==> config.mk <==
export PLATFORM = sky130hd
export DESIGN_NAME = spec_load_queue
export DESIGN_NICKNAME = d
export VERILOG_FILES = /design/src/rtl/lq_pkg.sv /design/src/rtl/lq_slot.sv /design/src/rtl/lq_oldest_pick.sv /design/src/rtl/spec_load_queue.sv
export SDC_FILE = /design/constraint.sdc
export NUM_CORES = 2
export LEC_CHECK = 0
export BUFFER_PORTS_ARGS = -buffer_cell sky130_fd_sc_hd__buf_4
export CORE_MARGIN = 3
export CORE_UTILIZATION = 39
export CTS_CLUSTER_DIAMETER = 80
export DETAILED_ROUTE_END_ITERATION = 6
export GPL_ROUTABILITY_DRIVEN = 0
export HOLD_SLACK_MARGIN = 0.08
export PLACE_DENSITY = 0.55
export SLEW_MARGIN = 0
export SYNTH_ARGS = -nofsm -noshare
export SYNTH_HDL_FRONTEND = slang
export SYNTH_SLANG_ARGS = --single-unit
==> constraint.sdc <==
create_clock -name clk -period 4.6 [get_ports clk]
set_input_delay 0.46 -clock clk [delete_from_list [all_inputs] [get_ports clk]]
set_output_delay 0.46 -clock clk [all_outputs]
set_load 0.1 [all_outputs]
==> src/rtl/lq_pkg.sv <==
package lq_pkg;

    localparam int LQ_DEF_DEPTH  = 8;
    localparam int LQ_DEF_ADDR_W = 40;
    localparam int LQ_DEF_AGE_W  = 7;

    // Lifecycle of one load slot.
    typedef enum logic [1:0] {
        LS_FREE  = 2'd0,
        LS_ALLOC = 2'd1,
        LS_EXEC  = 2'd2
    } lq_state_e;

    // Wrap-aware ordering: given d = a - b truncated to w bits,
    // a lies before b when the top bit of d is set.
    function automatic logic seq_before(input logic [31:0] d, input int unsigned w);
        return d[w-1];
    endfunction

endpackage

==> src/rtl/lq_slot.sv <==
module lq_slot
    import lq_pkg::*;
#(
    parameter int ADDR_W = LQ_DEF_ADDR_W,
    parameter int AGE_W  = LQ_DEF_AGE_W
) (
    input  logic              clk,
    input  logic              rst,
    input  logic              alloc_we,
    input  logic [AGE_W-1:0]  alloc_age,
    input  logic              exec_we,
    input  logic [ADDR_W-1:0] exec_addr,
    input  logic              exec_fwd,
    input  logic [AGE_W-1:0]  exec_fwd_age,
    input  logic              free_we,
    input  logic              st_valid,
    input  logic [ADDR_W-1:0] st_addr,
    input  logic [AGE_W-1:0]  st_age,
    output logic              busy,
    output logic              hit
);

    typedef struct packed {
        lq_state_e          st;
        logic [AGE_W-1:0]   age;
        logic [ADDR_W-1:0]  addr;
        logic               fwd;
        logic [AGE_W-1:0]   fwd_age;
    } slot_t;

    slot_t ent_q;

    always_ff @(posedge clk) begin
        if (rst) begin
            ent_q <= '0;
        end else if (free_we) begin
            ent_q.st <= LS_FREE;
        end else if (alloc_we) begin
            ent_q.st      <= LS_ALLOC;
            ent_q.age     <= alloc_age;
            ent_q.fwd     <= 1'b0;
            ent_q.addr    <= '0;
            ent_q.fwd_age <= '0;
        end else if (exec_we && ent_q.st != LS_FREE) begin
            ent_q.st      <= LS_EXEC;
            ent_q.addr    <= exec_addr;
            ent_q.fwd     <= exec_fwd;
            ent_q.fwd_age <= exec_fwd_age;
        end
    end

    logic [AGE_W-1:0] d_store_load;
    logic [AGE_W-1:0] d_src_store;
    logic             store_is_older;
    logic             src_is_older;
    logic             data_ok;

    assign d_store_load   = st_age - ent_q.age;
    assign d_src_store    = ent_q.fwd_age - st_age;
    assign store_is_older = seq_before(32'(d_store_load), AGE_W);
    assign src_is_older   = seq_before(32'(d_src_store), AGE_W);
    // Forwarded data from this store or a later one is already correct.
    assign data_ok        = ent_q.fwd && !src_is_older;

    assign busy = (ent_q.st != LS_FREE);
    assign hit  = st_valid && (ent_q.st == LS_EXEC) && store_is_older &&
                  (ent_q.addr == st_addr) && !data_ok;

endmodule

==> src/rtl/lq_oldest_pick.sv <==
module lq_oldest_pick #(
    parameter int DEPTH = 8,
    localparam int IDX_W = $clog2(DEPTH)
) (
    input  logic [DEPTH-1:0] hit,
    input  logic [IDX_W-1:0] head_idx,
    output logic             found,
    output logic [IDX_W-1:0] off
);

    // Scan from the youngest ring position down to the head; the last
    // assignment wins, so the smallest distance from the head is kept.
    always_comb begin
        found = 1'b0;
        off   = '0;
        for (int k = DEPTH - 1; k >= 0; k--) begin
            if (hit[IDX_W'(head_idx + IDX_W'(k))]) begin
                found = 1'b1;
                off   = IDX_W'(k);
            end
        end
    end

endmodule

==> src/rtl/spec_load_queue.sv <==
module spec_load_queue
    import lq_pkg::*;
#(
    parameter int DEPTH  = LQ_DEF_DEPTH,
    parameter int ADDR_W = LQ_DEF_ADDR_W,
    parameter int AGE_W  = LQ_DEF_AGE_W,
    localparam int IDX_W = $clog2(DEPTH),
    localparam int PTR_W = IDX_W + 1
) (
    input  logic              clk,
    input  logic              rst,
    input  logic              alloc_valid,
    input  logic [AGE_W-1:0]  alloc_age,
    output logic [IDX_W-1:0]  alloc_tag,
    output logic              lq_full,
    output logic [PTR_W-1:0]  lq_count,
    input  logic              exec_valid,
    input  logic [IDX_W-1:0]  exec_tag,
    input  logic [ADDR_W-1:0] exec_addr,
    input  logic              exec_fwd,
    input  logic [AGE_W-1:0]  exec_fwd_age,
    input  logic              retire_valid,
    input  logic              st_valid,
    input  logic [ADDR_W-1:0] st_addr,
    input  logic [AGE_W-1:0]  st_age,
    output logic              replay_valid,
    output logic [IDX_W-1:0]  replay_tag
);

    logic [PTR_W-1:0] head_q, tail_q;
    logic [IDX_W-1:0] head_idx, tail_idx;
    logic [DEPTH-1:0] slot_hit, slot_busy, alloc_we, exec_we, free_we;
    logic             viol;
    logic [IDX_W-1:0] pick_off;
    logic             alloc_ok, retire_ok;

    assign head_idx = head_q[IDX_W-1:0];
    assign tail_idx = tail_q[IDX_W-1:0];
    assign lq_count = tail_q - head_q;
    assign lq_full  = (lq_count == PTR_W'(DEPTH));
    assign alloc_tag = tail_idx;

    // A detected violation owns the cycle: no allocate or retire.
    assign alloc_ok  = alloc_valid && !lq_full && !viol;
    assign retire_ok = retire_valid && (lq_count != '0) && !viol;

    for (genvar g = 0; g < DEPTH; g++) begin : g_slot
        logic [IDX_W-1:0] rel;
        logic             in_q;
        assign rel  = IDX_W'(g) - head_idx;
        assign in_q = (PTR_W'(rel) < lq_count);

        assign alloc_we[g] = alloc_ok && (tail_idx == IDX_W'(g));
        assign exec_we[g]  = exec_valid && !viol && (exec_tag == IDX_W'(g));
        assign free_we[g]  = (retire_ok && head_idx == IDX_W'(g)) ||
                             (viol && in_q && rel >= pick_off);

        lq_slot #(
            .ADDR_W (ADDR_W),
            .AGE_W  (AGE_W)
        ) u_slot (
            .clk          (clk),
            .rst          (rst),
            .alloc_we     (alloc_we[g]),
            .alloc_age    (alloc_age),
            .exec_we      (exec_we[g]),
            .exec_addr    (exec_addr),
            .exec_fwd     (exec_fwd),
            .exec_fwd_age (exec_fwd_age),
            .free_we      (free_we[g]),
            .st_valid     (st_valid),
            .st_addr      (st_addr),
            .st_age       (st_age),
            .busy         (slot_busy[g]),
            .hit          (slot_hit[g])
        );
    end

    lq_oldest_pick #(
        .DEPTH (DEPTH)
    ) u_pick (
        .hit      (slot_hit),
        .head_idx (head_idx),
        .found    (viol),
        .off      (pick_off)
    );

    always_ff @(posedge clk) begin
        if (rst) begin
            head_q       <= '0;
            tail_q       <= '0;
            replay_valid <= 1'b0;
            replay_tag   <= '0;
        end else begin
            replay_valid <= viol;
            if (viol) begin
                replay_tag <= head_idx + pick_off;
                tail_q     <= head_q + PTR_W'(pick_off);
            end else if (alloc_ok) begin
                tail_q <= tail_q + 1'b1;
            end
            if (retire_ok) begin
                head_q <= head_q + 1'b1;
            end
        end
    end

    // ---------------- assertions ----------------
    a_r2_count_bound: assert property (@(posedge clk) disable iff (rst)
        lq_count <= PTR_W'(DEPTH));

    a_r2_full_blocks: assert property (@(posedge clk) disable iff (rst)
        (lq_full && alloc_valid && !retire_valid && !st_valid)
        |=> (lq_count == $past(lq_count)));

    a_r3_retire_empty: assert property (@(posedge clk) disable iff (rst)
        (lq_count == '0 && retire_valid && !alloc_valid)
        |=> (lq_count == '0));

    a_r4_replay_follows_commit: assert property (@(posedge clk) disable iff (rst)
        replay_valid |-> $past(st_valid));

    a_r8_tail_rewound: assert property (@(posedge clk) disable iff (rst)
        replay_valid |-> (alloc_tag == replay_tag));

    a_r8_squashed_free: assert property (@(posedge clk) disable iff (rst)
        replay_valid |-> !slot_busy[replay_tag]);

endmodule

==> flow_summary_export.csv <==
group,metric,value,unit
outcome,status,"finished, violations left",
outcome,violations,"max-capacitance violations",
yosys,yosys.cell_types.count,74,
routing,drt_pass1_iterations,5,
timing,hold_viol,0,
cts,cts-root-buf,"clkbuf_16",
yosys,synthesis.area,0.0242,sq mm
routing,drc_errors,0,
setup_path,startpoint,"g_slot[0].u_slot.ent_q[10]",
yosys,yosysSeqAreaShare,38.7,%
routing,detail_route.vias_per_cell,5.98,
grt,grt_max_degree,114,
timing,fmax,225,MHz
grt,gr-usage-all-layers,29.2,%
layout,synthToLayoutAreaGrowth,24.0,%
yosys,synth_cells,2589,
routing,drtIter0Drc,2324,
placement,dp.final_hpwl,70100,microns
placement,dp_cells,3612,
timing,setup_viol,0,
layout,final_area,0.0301,sq mm
grt,gr-total-overflow,0,
yosys,synth_top_area_share,38.7,%
cts,tritoncts,"built",
setup_path,r2r_start,"g_slot[0].u_slot.ent_q[10]",
setup_path,critPathMaxFanout,3,
layout,antenna_cells,0,
cts,cts_buffers,54,
yosys,avgSynthCellArea,9.36,sq um
cts,cts_hold_buf,0,
yosys,yosys_warnings,0,
grt,antenna_found_initial,1,
timing,period_share,96.7,%
power_and_ir_drop,p_per_area,527,mW/mm^2
yosys,synth_nets,2832,
layout,fill_cells,5693,
layout,multi_input_area,0.0139,sq mm
setup_path,rrSetupSlack,150,ps
grt,grt_pass1_wl,142000,microns
placement,io_buffers,122,
floorplan,die_y,255,microns
power_and_ir_drop,p_leak,0.0121,uW
floorplan,fp.dieArea,0.0652,sq mm
timing,skew,26.6,ps
cts,insertion_delay,620,ps
layout,drive_gt1_share,20.9,%
setup_path,cp-end-kind,"flip-flop",
floorplan,core,0.0609,sq mm
hold_path,hold_start,"exec_addr[12]",
setup_path,path_class,"flip-flop to flip-flop",
run,maxCapViolations,1,
setup_path,required,5120,ps
yosys,yosys_register_bits,468,
cts,clk_pin_slew,60,ps
routing,num_vias,22226,
hold_path,worstHoldPathType,"primary input to flip-flop",
routing,antenna_left,0,
yosys,yosysTopAreaCell,"dfxtp_1",
setup_path,arrival,4970,ps
yosys,ys_top_cells_by_area,"dfxtp_1, a22o_1, xor2_1",
timing,drv_slew,0,
layout,nets,3088,
cts,cts_buffer_depth,3,
layout,area.sequential,0.00937,sq mm
floorplan,rows,90,
yosys,synth_async_sr_flop_share,0,%
setup_path,setup.worst_path.start_class,"flip-flop",
layout,final_cells,3716,
grt,grt_pass1_vias,21458,
floorplan,start_util,39.8,%
cts,htree_levels,2,
floorplan,io_pins,123,
floorplan,die_w,255,microns
timing,tightest_slew,1500,ps
cts,cts.sinks,468,
yosys,synth_edf_count,0,
timing,maxSlewHeadroom,0.111,%
yosys,synthFlopType,"dfxtp_1",
power_and_ir_drop,max-vdd-ir-drop,0.000683,V
routing,drt_wl_total,97500,microns
timing,min_period,4450,ps
placement,placed_area,0.0280,sq mm
routing,wl_per_cell,26.2,microns
==> worst paths after layout <==
| kind | endpoint | cells after the start |
|---|---|---|
| worst max-delay path | g_slot[0].u_slot.ent_q[56] | 20 |
| worst min-delay path | g_slot[6].u_slot.ent_q[20] | 3 |
| worst max register to register | g_slot[0].u_slot.ent_q[56] | 20 |
| worst min register to register | g_slot[3].u_slot.ent_q[53] | 2 |
==> placed cells by master (no fill, tap or decap), types with 30 or more instances in the layout <==
| master | n |
|---|---|
| dfxtp_1 | 466 |
| buf_4 | 356 |
| a22o_1 | 267 |
| xor2_1 | 196 |
| nand3_1 | 167 |
| a21oi_1 | 163 |
| o21ai_0 | 158 |
| xnor2_1 | 148 |
| ha_1 | 129 |
| nand2_1 | 85 |
| inv_1 | 66 |
| buf_12 | 57 |
| nor2b_1 | 56 |
| clkbuf_16 | 54 |
| nor3_1 | 51 |
| nand4_1 | 45 |
| nor4_1 | 44 |
| nor2_1 | 33 |
| mux2i_1 | 30 |
| a31o_2 | 30 |
==> synth_stat cells (7+ instances only) <==
cell and count:
a211oi_1 14, a21o_1 18, a21oi_1 166, a22o_1 267
a22oi_1 7, a31o_2 30, and3_1 9, buf_1 11
buf_2 84, buf_4 30, clkbuf_1 81, dfxtp_1 468
ha_1 129, inv_1 66, mux2i_1 30, nand2_1 86
nand2b_1 17, nand3_1 168, nand4_1 45, nor2_1 35
nor2b_1 57, nor3_1 52, nor4_1 55, o211ai_1 11
o21a_1 11, o21ai_0 160, o21ai_1 7, o21bai_1 7
or3_1 7, xnor2_1 156, xor2_1 196
==> through the flow <==
step	setup TNS (ps)	hold WS, ps	power [uW]	setup slack, ps	utilization [%]
floorplan	0	434	8760	170	-
global placement	-84200	440	11300	-542	46.0
detailed placement	-129470	451	11400	-692	46.0
CTS	-75.8	98.6	15700	-16.2	49.0
global route	-447	126	16500	-59.3	49.3
finish	0	124	15800	153	49.3
==> state kept, by name, summed over array words and instances (netlist names) <==
register	flops
replay_tag	3
tail_q	4
g_slot.u_slot.ent_q	456
replay_valid	1
head_q	4
==> where the power goes <==
group	leakage [uW]	switching [uW]	total (uW)	internal [uW]
registers	0.00377	71.3	4220	4150
clock network	0.000847	1810	4260	2450
logic	0.00751	4850	7360	2510
total	0.0121	6720	15800	9110
==> critical path, stage by stage, from the launching register on <==
cell and delay, ps:
dfxtp_1 320, xor2_1 180, nor4_2 300, buf_4 150
nand4_1 210, or3_4 400, a211o_1 260, o21a_2 250
a32oi_2 210, o211ai_1 150, a22o_1 220, a22o_1 210
a22oi_2 190, ha_1 300, inv_1 90, nand2_1 70
a21o_1 220, a21o_1 180, o21ai_0 90, mux2i_1 150
nor4b_2 210
==> timing repair <==
item,4_1_cts,5_1_grt
cloned,0,0
pin swaps,3,16
setup endpoints to repair,85,192
setup buffers,2,3
resized for setup,5,35
==> cell type report <==
class / count / area share (%)
repair buffers: 413 / 12.7
well taps: 828 / 3.45
clock inverters: 12 / 0.379
clock buffers: 87 / 5.37
multi-input cells: 1840 / 46.1
flip-flops and latches: 468 / 31.2
inverters: 68 / 0.849
==> cell families after synthesis <==
family | after synthesis | share of synthesized area [%]
and+or+nand+nor | 572 | 13.0
adders and majority gates | 132 | 6.91
muxes | 30 | 1.24
xor gates and xnor gates | 352 | 12.7
AOI/OAI and AO/OA | 754 | 22.0
DFF | 468 | 38.7
buffers and inverters | 281 | 5.52
==> per-layer routing <==
metal  routed length [microns]  global-route usage [%]
met4                      5020                    12.6
met2                     43000                    46.2
met5                        59                   0.659
met1                     40300                    38.9
met3                      9160                    5.80
Note: power is estimated with default switching activity, not from simulation.
